==> src/rtl/nand_erase_pkg.sv <==
package nand_erase_pkg;

    localparam int BLK_W      = 10;
    localparam int ROW_SKIP   = 5;
    localparam int ROW_W      = BLK_W + ROW_SKIP;

    localparam logic [7:0] OP_ERASE_SETUP = 8'h60;
    localparam logic [7:0] OP_ERASE_GO    = 8'hD0;
    localparam logic [7:0] OP_STATUS      = 8'h70;
    localparam logic [7:0] OP_READ_MODE   = 8'h00;

    localparam int ST_BIT_FAIL  = 0;
    localparam int ST_BIT_READY = 6;
    localparam int ST_BIT_WPN   = 7;

    typedef enum logic [1:0] {
        RES_PASS = 2'd0,
        RES_FAIL = 2'd1,
        RES_PROT = 2'd2,
        RES_TMO  = 2'd3
    } result_e;

    typedef enum logic [3:0] {
        SQ_IDLE,
        SQ_SETUP,
        SQ_ADR_LO,
        SQ_ADR_HI,
        SQ_CONFIRM,
        SQ_STAT_CMD,
        SQ_POLL,
        SQ_RESTORE,
        SQ_REPORT
    } seq_state_e;

    typedef enum logic [1:0] {
        PH_IDLE,
        PH_LOW,
        PH_HIGH
    } phase_e;

    typedef struct packed {
        logic    finished;
        result_e code;
    } poll_verdict_t;

    function automatic poll_verdict_t judge_status(input logic [7:0] stat, input logic expired);
        poll_verdict_t v;
        v.finished = 1'b0;
        v.code     = RES_PASS;
        if (stat[ST_BIT_READY]) begin
            v.finished = 1'b1;
            if (!stat[ST_BIT_WPN])
                v.code = RES_PROT;
            else if (stat[ST_BIT_FAIL])
                v.code = RES_FAIL;
            else
                v.code = RES_PASS;
        end else if (expired) begin
            v.finished = 1'b1;
            v.code     = RES_TMO;
        end
        return v;
    endfunction

endpackage

==> src/rtl/nand_bus_cycle.sv <==
module nand_bus_cycle
    import nand_erase_pkg::*;
#(
    parameter int T_LO = 2,
    parameter int T_HI = 2
) (
    input  logic       clk,
    input  logic       rst_n,
    input  logic       start,
    input  logic       rd,
    input  logic       cle_in,
    input  logic       ale_in,
    input  logic [7:0] wdata,
    input  logic [7:0] dq_in,
    output logic       done,
    output logic [7:0] rdata,
    output logic       we_n,
    output logic       re_n,
    output logic       cle,
    output logic       ale,
    output logic [7:0] dq_out,
    output logic       dq_oe
);

    localparam int TMAX = (T_LO > T_HI) ? T_LO : T_HI;
    localparam int CW   = (TMAX > 1) ? $clog2(TMAX) : 1;
    localparam logic [CW-1:0] LO_LAST = CW'(T_LO - 1);
    localparam logic [CW-1:0] HI_LAST = CW'(T_HI - 1);

    typedef struct packed {
        phase_e      phase;
        logic [CW-1:0] cnt;
        logic        rd;
        logic        cle;
        logic        ale;
        logic [7:0]  wdata;
        logic [7:0]  rdata;
    } cyc_t;

    cyc_t cyc_d, cyc_q;

    always_comb begin
        cyc_d = cyc_q;
        done  = 1'b0;
        case (cyc_q.phase)
            PH_IDLE: begin
                if (start) begin
                    cyc_d.phase = PH_LOW;
                    cyc_d.cnt   = '0;
                    cyc_d.rd    = rd;
                    cyc_d.cle   = cle_in;
                    cyc_d.ale   = ale_in;
                    cyc_d.wdata = wdata;
                end
            end
            PH_LOW: begin
                if (cyc_q.cnt == LO_LAST) begin
                    cyc_d.phase = PH_HIGH;
                    cyc_d.cnt   = '0;
                    if (cyc_q.rd)
                        cyc_d.rdata = dq_in;
                end else begin
                    cyc_d.cnt = cyc_q.cnt + 1'b1;
                end
            end
            PH_HIGH: begin
                if (cyc_q.cnt == HI_LAST) begin
                    done        = 1'b1;
                    cyc_d.phase = PH_IDLE;
                    cyc_d.cnt   = '0;
                    cyc_d.cle   = 1'b0;
                    cyc_d.ale   = 1'b0;
                end else begin
                    cyc_d.cnt = cyc_q.cnt + 1'b1;
                end
            end
            default: cyc_d.phase = PH_IDLE;
        endcase
    end

    always_ff @(posedge clk or negedge rst_n) begin
        if (!rst_n)
            cyc_q <= '{phase: PH_IDLE, default: '0};
        else
            cyc_q <= cyc_d;
    end

    assign we_n   = !(cyc_q.phase == PH_LOW && !cyc_q.rd);
    assign re_n   = !(cyc_q.phase == PH_LOW && cyc_q.rd);
    assign cle    = cyc_q.cle;
    assign ale    = cyc_q.ale;
    assign dq_out = cyc_q.wdata;
    assign dq_oe  = (cyc_q.phase != PH_IDLE) && !cyc_q.rd;
    assign rdata  = cyc_q.rdata;

    // a strobe that has not reached its last low clock stays low
    a_r4_low_hold: assert property (@(posedge clk) disable iff (!rst_n)
        (!we_n && cyc_q.cnt != LO_LAST) |=> !we_n);
    a_r4_read_low_hold: assert property (@(posedge clk) disable iff (!rst_n)
        (!re_n && cyc_q.cnt != LO_LAST) |=> !re_n);
    // the counter never leaves the range of the longer phase
    a_r4_cnt_range: assert property (@(posedge clk) disable iff (!rst_n)
        32'(cyc_q.cnt) < TMAX);

endmodule

==> src/rtl/nand_poll_timer.sv <==
module nand_poll_timer #(
    parameter int LIMIT = 100000
) (
    input  logic clk,
    input  logic rst_n,
    input  logic clear,
    input  logic run,
    output logic expired
);

    localparam int TW = $clog2(LIMIT + 1);
    localparam logic [TW-1:0] CAP = TW'(LIMIT);

    logic [TW-1:0] cnt_d, cnt_q;

    always_comb begin
        cnt_d = cnt_q;
        if (clear)
            cnt_d = '0;
        else if (run && cnt_q != CAP)
            cnt_d = cnt_q + 1'b1;
    end

    always_ff @(posedge clk or negedge rst_n) begin
        if (!rst_n)
            cnt_q <= '0;
        else
            cnt_q <= cnt_d;
    end

    assign expired = (cnt_q == CAP);

    // once reached, the limit stays reached until cleared
    a_r7_sticky: assert property (@(posedge clk) disable iff (!rst_n)
        (expired && !clear) |=> expired);
    // counting advances by exactly one per running clock
    a_r7_step: assert property (@(posedge clk) disable iff (!rst_n)
        (run && !clear && !expired) |=> cnt_q == $past(cnt_q) + 1'b1);

endmodule

==> src/rtl/nand_erase_seq.sv <==
module nand_erase_seq
    import nand_erase_pkg::*;
#(
    parameter int T_LO        = 2,
    parameter int T_HI        = 2,
    parameter int TIMEOUT_CYC = 100000
) (
    input  logic             clk,
    input  logic             rst_n,
    input  logic             req_valid,
    output logic             req_ready,
    input  logic [BLK_W-1:0] req_block,
    output logic             rsp_valid,
    output logic [1:0]       rsp_code,
    input  logic             rsp_ack,
    output logic             nand_ce_n,
    output logic             nand_cle,
    output logic             nand_ale,
    output logic             nand_we_n,
    output logic             nand_re_n,
    output logic [7:0]       nand_dq_out,
    output logic             nand_dq_oe,
    input  logic [7:0]       nand_dq_in
);

    typedef struct packed {
        seq_state_e        state;
        logic              issued;
        logic [BLK_W-1:0]  block;
        result_e           code;
    } seq_t;

    seq_t seq_d, seq_q;

    logic          use_bus, bus_start, bus_rd, bus_cle, bus_ale, bus_done;
    logic [7:0]    bus_wdata, bus_rdata;
    logic          tmr_clr, tmr_run, tmr_expired;
    logic [ROW_W-1:0] row_addr;
    poll_verdict_t verdict;

    assign row_addr = {seq_q.block, {ROW_SKIP{1'b0}}};
    assign verdict  = judge_status(bus_rdata, tmr_expired);

    always_comb begin
        seq_d     = seq_q;
        use_bus   = 1'b0;
        bus_rd    = 1'b0;
        bus_cle   = 1'b0;
        bus_ale   = 1'b0;
        bus_wdata = '0;
        tmr_clr   = 1'b0;
        tmr_run   = 1'b0;

        case (seq_q.state)
            SQ_IDLE: begin
                tmr_clr = 1'b1;
                if (req_valid) begin
                    seq_d.block  = req_block;
                    seq_d.issued = 1'b0;
                    seq_d.state  = SQ_SETUP;
                end
            end
            SQ_SETUP: begin
                use_bus   = 1'b1;
                bus_cle   = 1'b1;
                bus_wdata = OP_ERASE_SETUP;
            end
            SQ_ADR_LO: begin
                use_bus   = 1'b1;
                bus_ale   = 1'b1;
                bus_wdata = row_addr[7:0];
            end
            SQ_ADR_HI: begin
                use_bus   = 1'b1;
                bus_ale   = 1'b1;
                bus_wdata = 8'(row_addr[ROW_W-1:8]);
            end
            SQ_CONFIRM: begin
                use_bus   = 1'b1;
                bus_cle   = 1'b1;
                bus_wdata = OP_ERASE_GO;
            end
            SQ_STAT_CMD: begin
                use_bus   = 1'b1;
                bus_cle   = 1'b1;
                bus_wdata = OP_STATUS;
                tmr_run   = 1'b1;
            end
            SQ_POLL: begin
                use_bus = 1'b1;
                bus_rd  = 1'b1;
                tmr_run = 1'b1;
            end
            SQ_RESTORE: begin
                use_bus   = 1'b1;
                bus_cle   = 1'b1;
                bus_wdata = OP_READ_MODE;
            end
            SQ_REPORT: begin
                if (rsp_ack)
                    seq_d.state = SQ_IDLE;
            end
            default: seq_d.state = SQ_IDLE;
        endcase

        bus_start = use_bus && !seq_q.issued;
        if (bus_start)
            seq_d.issued = 1'b1;

        if (use_bus && bus_done) begin
            seq_d.issued = 1'b0;
            case (seq_q.state)
                SQ_SETUP:    seq_d.state = SQ_ADR_LO;
                SQ_ADR_LO:   seq_d.state = SQ_ADR_HI;
                SQ_ADR_HI:   seq_d.state = SQ_CONFIRM;
                SQ_CONFIRM:  seq_d.state = SQ_STAT_CMD;
                SQ_STAT_CMD: seq_d.state = SQ_POLL;
                SQ_POLL: begin
                    if (verdict.finished) begin
                        seq_d.code  = verdict.code;
                        seq_d.state = SQ_RESTORE;
                    end
                end
                SQ_RESTORE:  seq_d.state = SQ_REPORT;
                default:     seq_d.state = SQ_IDLE;
            endcase
        end
    end

    always_ff @(posedge clk or negedge rst_n) begin
        if (!rst_n)
            seq_q <= '{state: SQ_IDLE, code: RES_PASS, default: '0};
        else
            seq_q <= seq_d;
    end

    nand_bus_cycle #(
        .T_LO (T_LO),
        .T_HI (T_HI)
    ) u_cycle (
        .clk    (clk),
        .rst_n  (rst_n),
        .start  (bus_start),
        .rd     (bus_rd),
        .cle_in (bus_cle),
        .ale_in (bus_ale),
        .wdata  (bus_wdata),
        .dq_in  (nand_dq_in),
        .done   (bus_done),
        .rdata  (bus_rdata),
        .we_n   (nand_we_n),
        .re_n   (nand_re_n),
        .cle    (nand_cle),
        .ale    (nand_ale),
        .dq_out (nand_dq_out),
        .dq_oe  (nand_dq_oe)
    );

    nand_poll_timer #(
        .LIMIT (TIMEOUT_CYC)
    ) u_timer (
        .clk     (clk),
        .rst_n   (rst_n),
        .clear   (tmr_clr),
        .run     (tmr_run),
        .expired (tmr_expired)
    );

    assign req_ready = (seq_q.state == SQ_IDLE);
    assign rsp_valid = (seq_q.state == SQ_REPORT);
    assign rsp_code  = seq_q.code;
    assign nand_ce_n = (seq_q.state == SQ_IDLE) || (seq_q.state == SQ_REPORT);

    // latch enables exclusive, strobes exclusive, no drive while reading
    a_r10_latch_excl: assert property (@(posedge clk) disable iff (!rst_n)
        !(nand_cle && nand_ale));
    a_r10_strobe_excl: assert property (@(posedge clk) disable iff (!rst_n)
        !(!nand_we_n && !nand_re_n));
    a_r10_no_drive_on_read: assert property (@(posedge clk) disable iff (!rst_n)
        !nand_re_n |-> !nand_dq_oe);
    // a pending result is held until acknowledged
    a_r9_hold: assert property (@(posedge clk) disable iff (!rst_n)
        (rsp_valid && !rsp_ack) |=> (rsp_valid && $stable(rsp_code)));
    a_r9_release: assert property (@(posedge clk) disable iff (!rst_n)
        (rsp_valid && rsp_ack) |=> (!rsp_valid && req_ready));
    // no acceptance while a result waits
    a_r8_busy: assert property (@(posedge clk) disable iff (!rst_n)
        rsp_valid |-> !req_ready);
    // chip enable covers every strobe
    a_r11_ce_cover: assert property (@(posedge clk) disable iff (!rst_n)
        (!nand_we_n || !nand_re_n) |-> !nand_ce_n);

endmodule

==> config.mk <==
export PLATFORM = sky130hd
export DESIGN_NAME = nand_erase_seq
export DESIGN_NICKNAME = d
export VERILOG_FILES = /design/src/rtl/nand_erase_pkg.sv /design/src/rtl/nand_bus_cycle.sv /design/src/rtl/nand_poll_timer.sv /design/src/rtl/nand_erase_seq.sv
export SDC_FILE = /design/constraint.sdc
export NUM_CORES = 1
export LEC_CHECK = 0
export ABC_CLOCK_PERIOD_IN_PS = 3200
export BUFFER_PORTS_ARGS = -buffer_cell sky130_fd_sc_hd__buf_2
export CELL_PAD_IN_SITES_DETAIL_PLACEMENT = 0
export CELL_PAD_IN_SITES_GLOBAL_PLACEMENT = 2
export CORE_MARGIN = 3
export CORE_UTILIZATION = 39
export CTS_BUF_LIST = sky130_fd_sc_hd__clkbuf_8
export DETAILED_ROUTE_END_ITERATION = 6
export PLACE_DENSITY_LB_ADDON = 0.05
export SLEW_MARGIN = 20
export SYNTH_ARGS = -nofsm -noshare
export SYNTH_HDL_FRONTEND = slang
export SYNTH_HIERARCHICAL = 1
export SYNTH_SLANG_ARGS = --single-unit
==> constraint.sdc <==
create_clock -name clk -period 3.2 [get_ports clk]
set_clock_uncertainty 0.2 [all_clocks]
set_input_delay 0.96 -clock clk [delete_from_list [all_inputs] [get_ports clk]]
set_output_delay 0.96 -clock clk [all_outputs]
set_load 0.02 [all_outputs]
After elaboration in Yosys (flattened, before gate mapping)
Index checks and enable logic that the tools add are counted.
{ "word_totals": {"register_bits": 56, "inputBits": 22, "out_inout_bits": 18, "word_cells": 91} }
{ "op_classes": {"add_sub_neg": 2, "eq_ne": 15, "mux": 30, "reduce_logical": 32} }
{ "op_table": {"columns": ["operator", "count"], "rows": [
  ["$pmux W8 S5", 1],
  ["$mux W17", 2],
  ["$pmux W4 S7", 1],
  ["$add A17 B1 Y17 const B", 1],
  ["$eq A17 B17 Y1 const B", 1],
  ["$ne A17 B17 Y1 const B", 1],
  ["$eq A4 B3 Y1 const B", 4],
  ["$mux W15", 1],
  ["$mux W14", 1],
  ["$pmux W4 S3", 1],
  ["$reduce_and A3 Y1", 4],
  ["$mux W1", 11],
  ["$mux W11", 1],
  ["$eq A4 B2 Y1 const B", 2],
  ["$mux W4", 2],
  ["$reduce_and A2 Y1", 4],
  ["$reduce_bool A2 Y1", 4],
  ["$reduce_or A7 Y1", 1],
  ["$logic_and A1 B1 Y1", 6],
  ["$mux W2", 3],
  ["$mux W3", 2],
  ["$pmux W2 S3", 1],
  ["$reduce_bool A3 Y1", 2],
  ["$reduce_or A2 Y1", 3],
  ["other kinds (15)", 19]
]} }

Depth between registers and ports, before layout
{ "logic_depth": {"depth_word": 6, "ltp_mapped": 7, "ltp_nobuf": 7} }

Hierarchy
The synthesis kept the hierarchy.
{ "modules_own_cells": {"columns": ["module", "instances", "cells_each", "area_each_um2", "seq_area_each_um2"], "rows": [
  ["nand_bus_cycle", 1, 87, 1112.3, 550.5],
  ["nand_erase_seq", 1, 92, 991.0, 425.4],
  ["nand_poll_timer", 1, 102, 940.9, 425.4]
]} }

Worst setup path before layout
Ideal clock, no wire load.
{ "synth_path": {"kind": "flip-flop to flip-flop", "startpoint": "register seq_q[15] in the netlist's numbering", "endpoint": "register u_timer.cnt_q[13]", "setup_ns": 0.078, "arrival_time_ns": 2.458, "required_time_ns": 2.922, "path_slack_ns": 0.464, "stages_incl_launch_ff": 8, "n_path_buf": 2, "synth_period_minus_slack_ns": 2.736, "cell_sequence": "dfrtp_1 > buf_2 > clkbuf_1 > nor3b_1 > nand3_2 > or4_4 > or3_1 > a21oi_1"} }
{ "synth_between": {"elab_chain_cells": 5, "elab_cells_between_ends": 9, "cone_classes": "eq/ne (2); mux (3); reduce/logical (4)"} }
{ "synth_rtl": {"columns": ["item", "line", "rtl"], "rows": [
  ["start, declared", "nand_erase_seq.sv:33", "seq_t seq_d, seq_q;"],
  ["start signal, assigned", "nand_erase_seq.sv:134", "seq_q <= seq_d;"],
  ["$eq A4 B3 Y1", "nand_erase_seq.sv:54", "case (seq_q.state)"],
  ["$reduce_or A2 Y1 (no source line) (*)", null, null],
  ["$mux W1 (*)", "nand_erase_seq.sv:54", null],
  ["net tmr_run", "nand_erase_seq.sv:37", "logic tmr_clr, tmr_run, tmr_expired;"],
  ["$logic_and A1 B1 Y1 (*)", "nand_poll_timer.sv:20", "else if (run && cnt_q != CAP)"],
  ["$reduce_bool A2 Y1 (no source line) (*)", null, null],
  ["end signal, assigned", "nand_poll_timer.sv:28", "cnt_q <= cnt_d;"],
  ["end, declared", "nand_poll_timer.sv:14", "logic [TW-1:0] cnt_d, cnt_q;"]
]} }
Mark *: on every way through the listed nets, which the timed path passes. The rest lies on a longest branch.
A chain may end at the register's enable or synchronous reset.

Worst setup path after layout
{ "layout_path": {"startpoint": "register seq_q[14] in the netlist's numbering", "endpoint": "output port rsp_valid"} }
{ "layout_between": {"elab_chain_cells": 1} }
{ "layout_rtl": {"columns": ["item", "line", "rtl"], "rows": [
  ["$eq A4 B4 Y1", "nand_erase_seq.sv:170", "assign rsp_valid = (seq_q.state == SQ_REPORT);"],
  ["end, declared", "nand_erase_seq.sv:13", "output logic rsp_valid,"]
]} }
No other way between the ends.

==> results.md <==
* Status: completed
* Setup TNS at 0 ns
* Syn Area/Cell at between 10 and 15 µm²
* Critical path type: reg2out
* Postcts setup bufs at 0
* Worst Setup Start Kind: flop
* Initial antenna violation count at 0
* Root buffer cell: clkbuf_8
* Leading cell type in the layout, fill and taps excluded: dfrtp_1
* Crit. End Element: output port
* CTS max path bufs at 2
* Synthesized cell area at about 0.0028 mm²
* Critical path destination: rsp_valid
* Largest net degree at the start of global routing at 21
* Pwr dens at ~720 mW/mm²
* Starting density of the core at 0.409
* WL/cell at about 14 µm
* IO Pins at 40
* Slowest-stage cell, CP: dfrtp_1
* Cell Rows at 30
* Vias at 1970
* Period utilization at 0.849
* Mapped Cells at between 200 and 300
* 1st-iter DRT viols at about 100
* Family with the most delay on the worst path: flip-flops
* Crit path time final at ~2.7 ns
* Crit path from: seq_q[14]
* Final count of hold timing violations at 0
* Congestion Overflow GR at 0
* Critical Path RT at 2.04 ns
* Via-per-instance ratio at between 5 and 6
* Crit-path cells: nor3_4 > and2_1 > buf_2
* DRC violation count after routing at 0
* Post-cts resize count at 0
* Max_slew headroom at 0.560
* Fin area at between 0.003 and 0.004 mm²
* Most frequent cells in the layout: 51 x dfrtp_1, 34 x buf_2, 20 x nor2_1
* Post-placement cell area at approximately 0.0030 mm²
* RSZ-0062 raised after global routing: false
* Dpl hpwl at 4.02 mm
* Post-route ant nets at 0
* Syn_nets at slightly below 300
* Hold Path Depth at 1
* First-pass GRT wire length at between 9 and 10 mm
* Reg2Reg Capture Point: u_timer/cnt_q[13]
* LEAKAGE at roughly 1.4 nW
* DR pass1 iterations at 4
* Final setup violation count at 0
* Worst Path Arrival at between 1.5 and 2 ns
* DIE HEIGHT at roughly 91 µm
* Hold WS at roughly 0.27 ns
* CTS tree: yes
* Core box area at roughly 0.0069 mm²
* Fmax at between 300 and 400 MHz
* Slew at the pin closest to its max-slew limit at 0.655 ns
* Final net count at 323
* Final Power at between 2 and 2.5 mW
* Buffers on Ports at 34
* YS warnings at 6
* Worst hold path type: reg2reg
* Sum of routed wire length over all layers at about 5.6 mm
* Max cap viols at 0
* CP peak stage delay at around 0.55 ns
* Placer's final routability congestion estimate at between 0.7 and 0.8
* Clock slew seen by the registers of the worst setup and hold paths at 0.10 ns
* CTS sink cnt at a little over 50
* Worst-Skew Late Latency at slightly above 0.3 ns
* Hold Buf Count CTS at 0
* Worst reg2reg path depth at 6
* CTS Buf Count at 5
* Area delta synth->final at 10.7%
* WP depth at 3
* ANT cells at 0
* Worst vdd ir at roughly 0.00022 V
* R2r setup slk at approximately 0.54 ns
* Die area at slightly above 0.008 mm²
* Share of cells above drive strength 1 at 0.290
* Max-slew violation count at 0
* FF-to-FF Start: seq_q[14]
* Largest fanout on the critical path at 12
* Worst path bufs/invs at 1
* Die Wd at about 91 µm
* Gr usage total at 0.147
* # H-tree levels at 2
* Vias in the first global route at roughly 1900
flip-flops by register name, indices dropped and copies added (netlist names):
signal	count
u_cycle/cle	1
u_cycle/dq_out	8
seq_q	5
rsp_code	2
row_addr	10
u_timer/cnt_q	17
u_cycle/ale	1
u_cycle/cyc_q	4
u_cycle/rdata	3
per-stage QoR:
step / utilization / cells / setup WS (ns)
after floorplan: - / 266 / 0.464
after global placement: 0.439 / 381 / 0.586
after detailed placement: 0.439 / 381 / 0.557
after CTS: 0.453 / 389 / 0.451
after global routing: 0.453 / 389 / 0.357
final: 0.453 / 389 / 0.484
layout make-up:
cell class / count / area [µm²]
clock buffers: 5 / 68.8
clock inverters: 3 / 26.3
fillers: 711 / 3780
inverters: 11 / 41.3
multi-input cells: 181 / 1370
flip-flops and latches: 51 / 1280
well taps: 96 / 120
repair buffers: 42 / 230
worst min path at each step:
stage	from	to	slack, ns
finish	u_cycle/rdata[7]	rsp_code[1]	0.27
global route	u_cycle/rdata[7]	rsp_code[1]	0.32
CTS	u_cycle/rdata[7]	rsp_code[1]	0.28
detailed placement	u_cycle/rdata[7]	rsp_code[1]	0.27
global placement	u_cycle/rdata[7]	rsp_code[1]	0.25
floorplan	row_addr[10]	row_addr[10]	0.27
power by group:
group / switching (mW) / internal (mW) / total [mW] / leakage (nW)
registers: 0.119 / 0.800 / 0.920 / 0.661
logic: 0.498 / 0.441 / 0.939 / 0.734
clock network: 0.239 / 0.162 / 0.400 / 0.0491
total: 0.857 / 1.40 / 2.26 / 1.44
metal layers:
metal | vias up | GRT usage | share of wire
li1 | 977 | - | -
met1 | 950 | 0.216 | 0.52
met2 | 38 | 0.215 | 0.43
met3 | 5 | 0.0340 | 0.038
met4 | 0 | 0.0415 | 0.0089
met5 | - | 0 | 0
(Power assumes the default switching activity.)
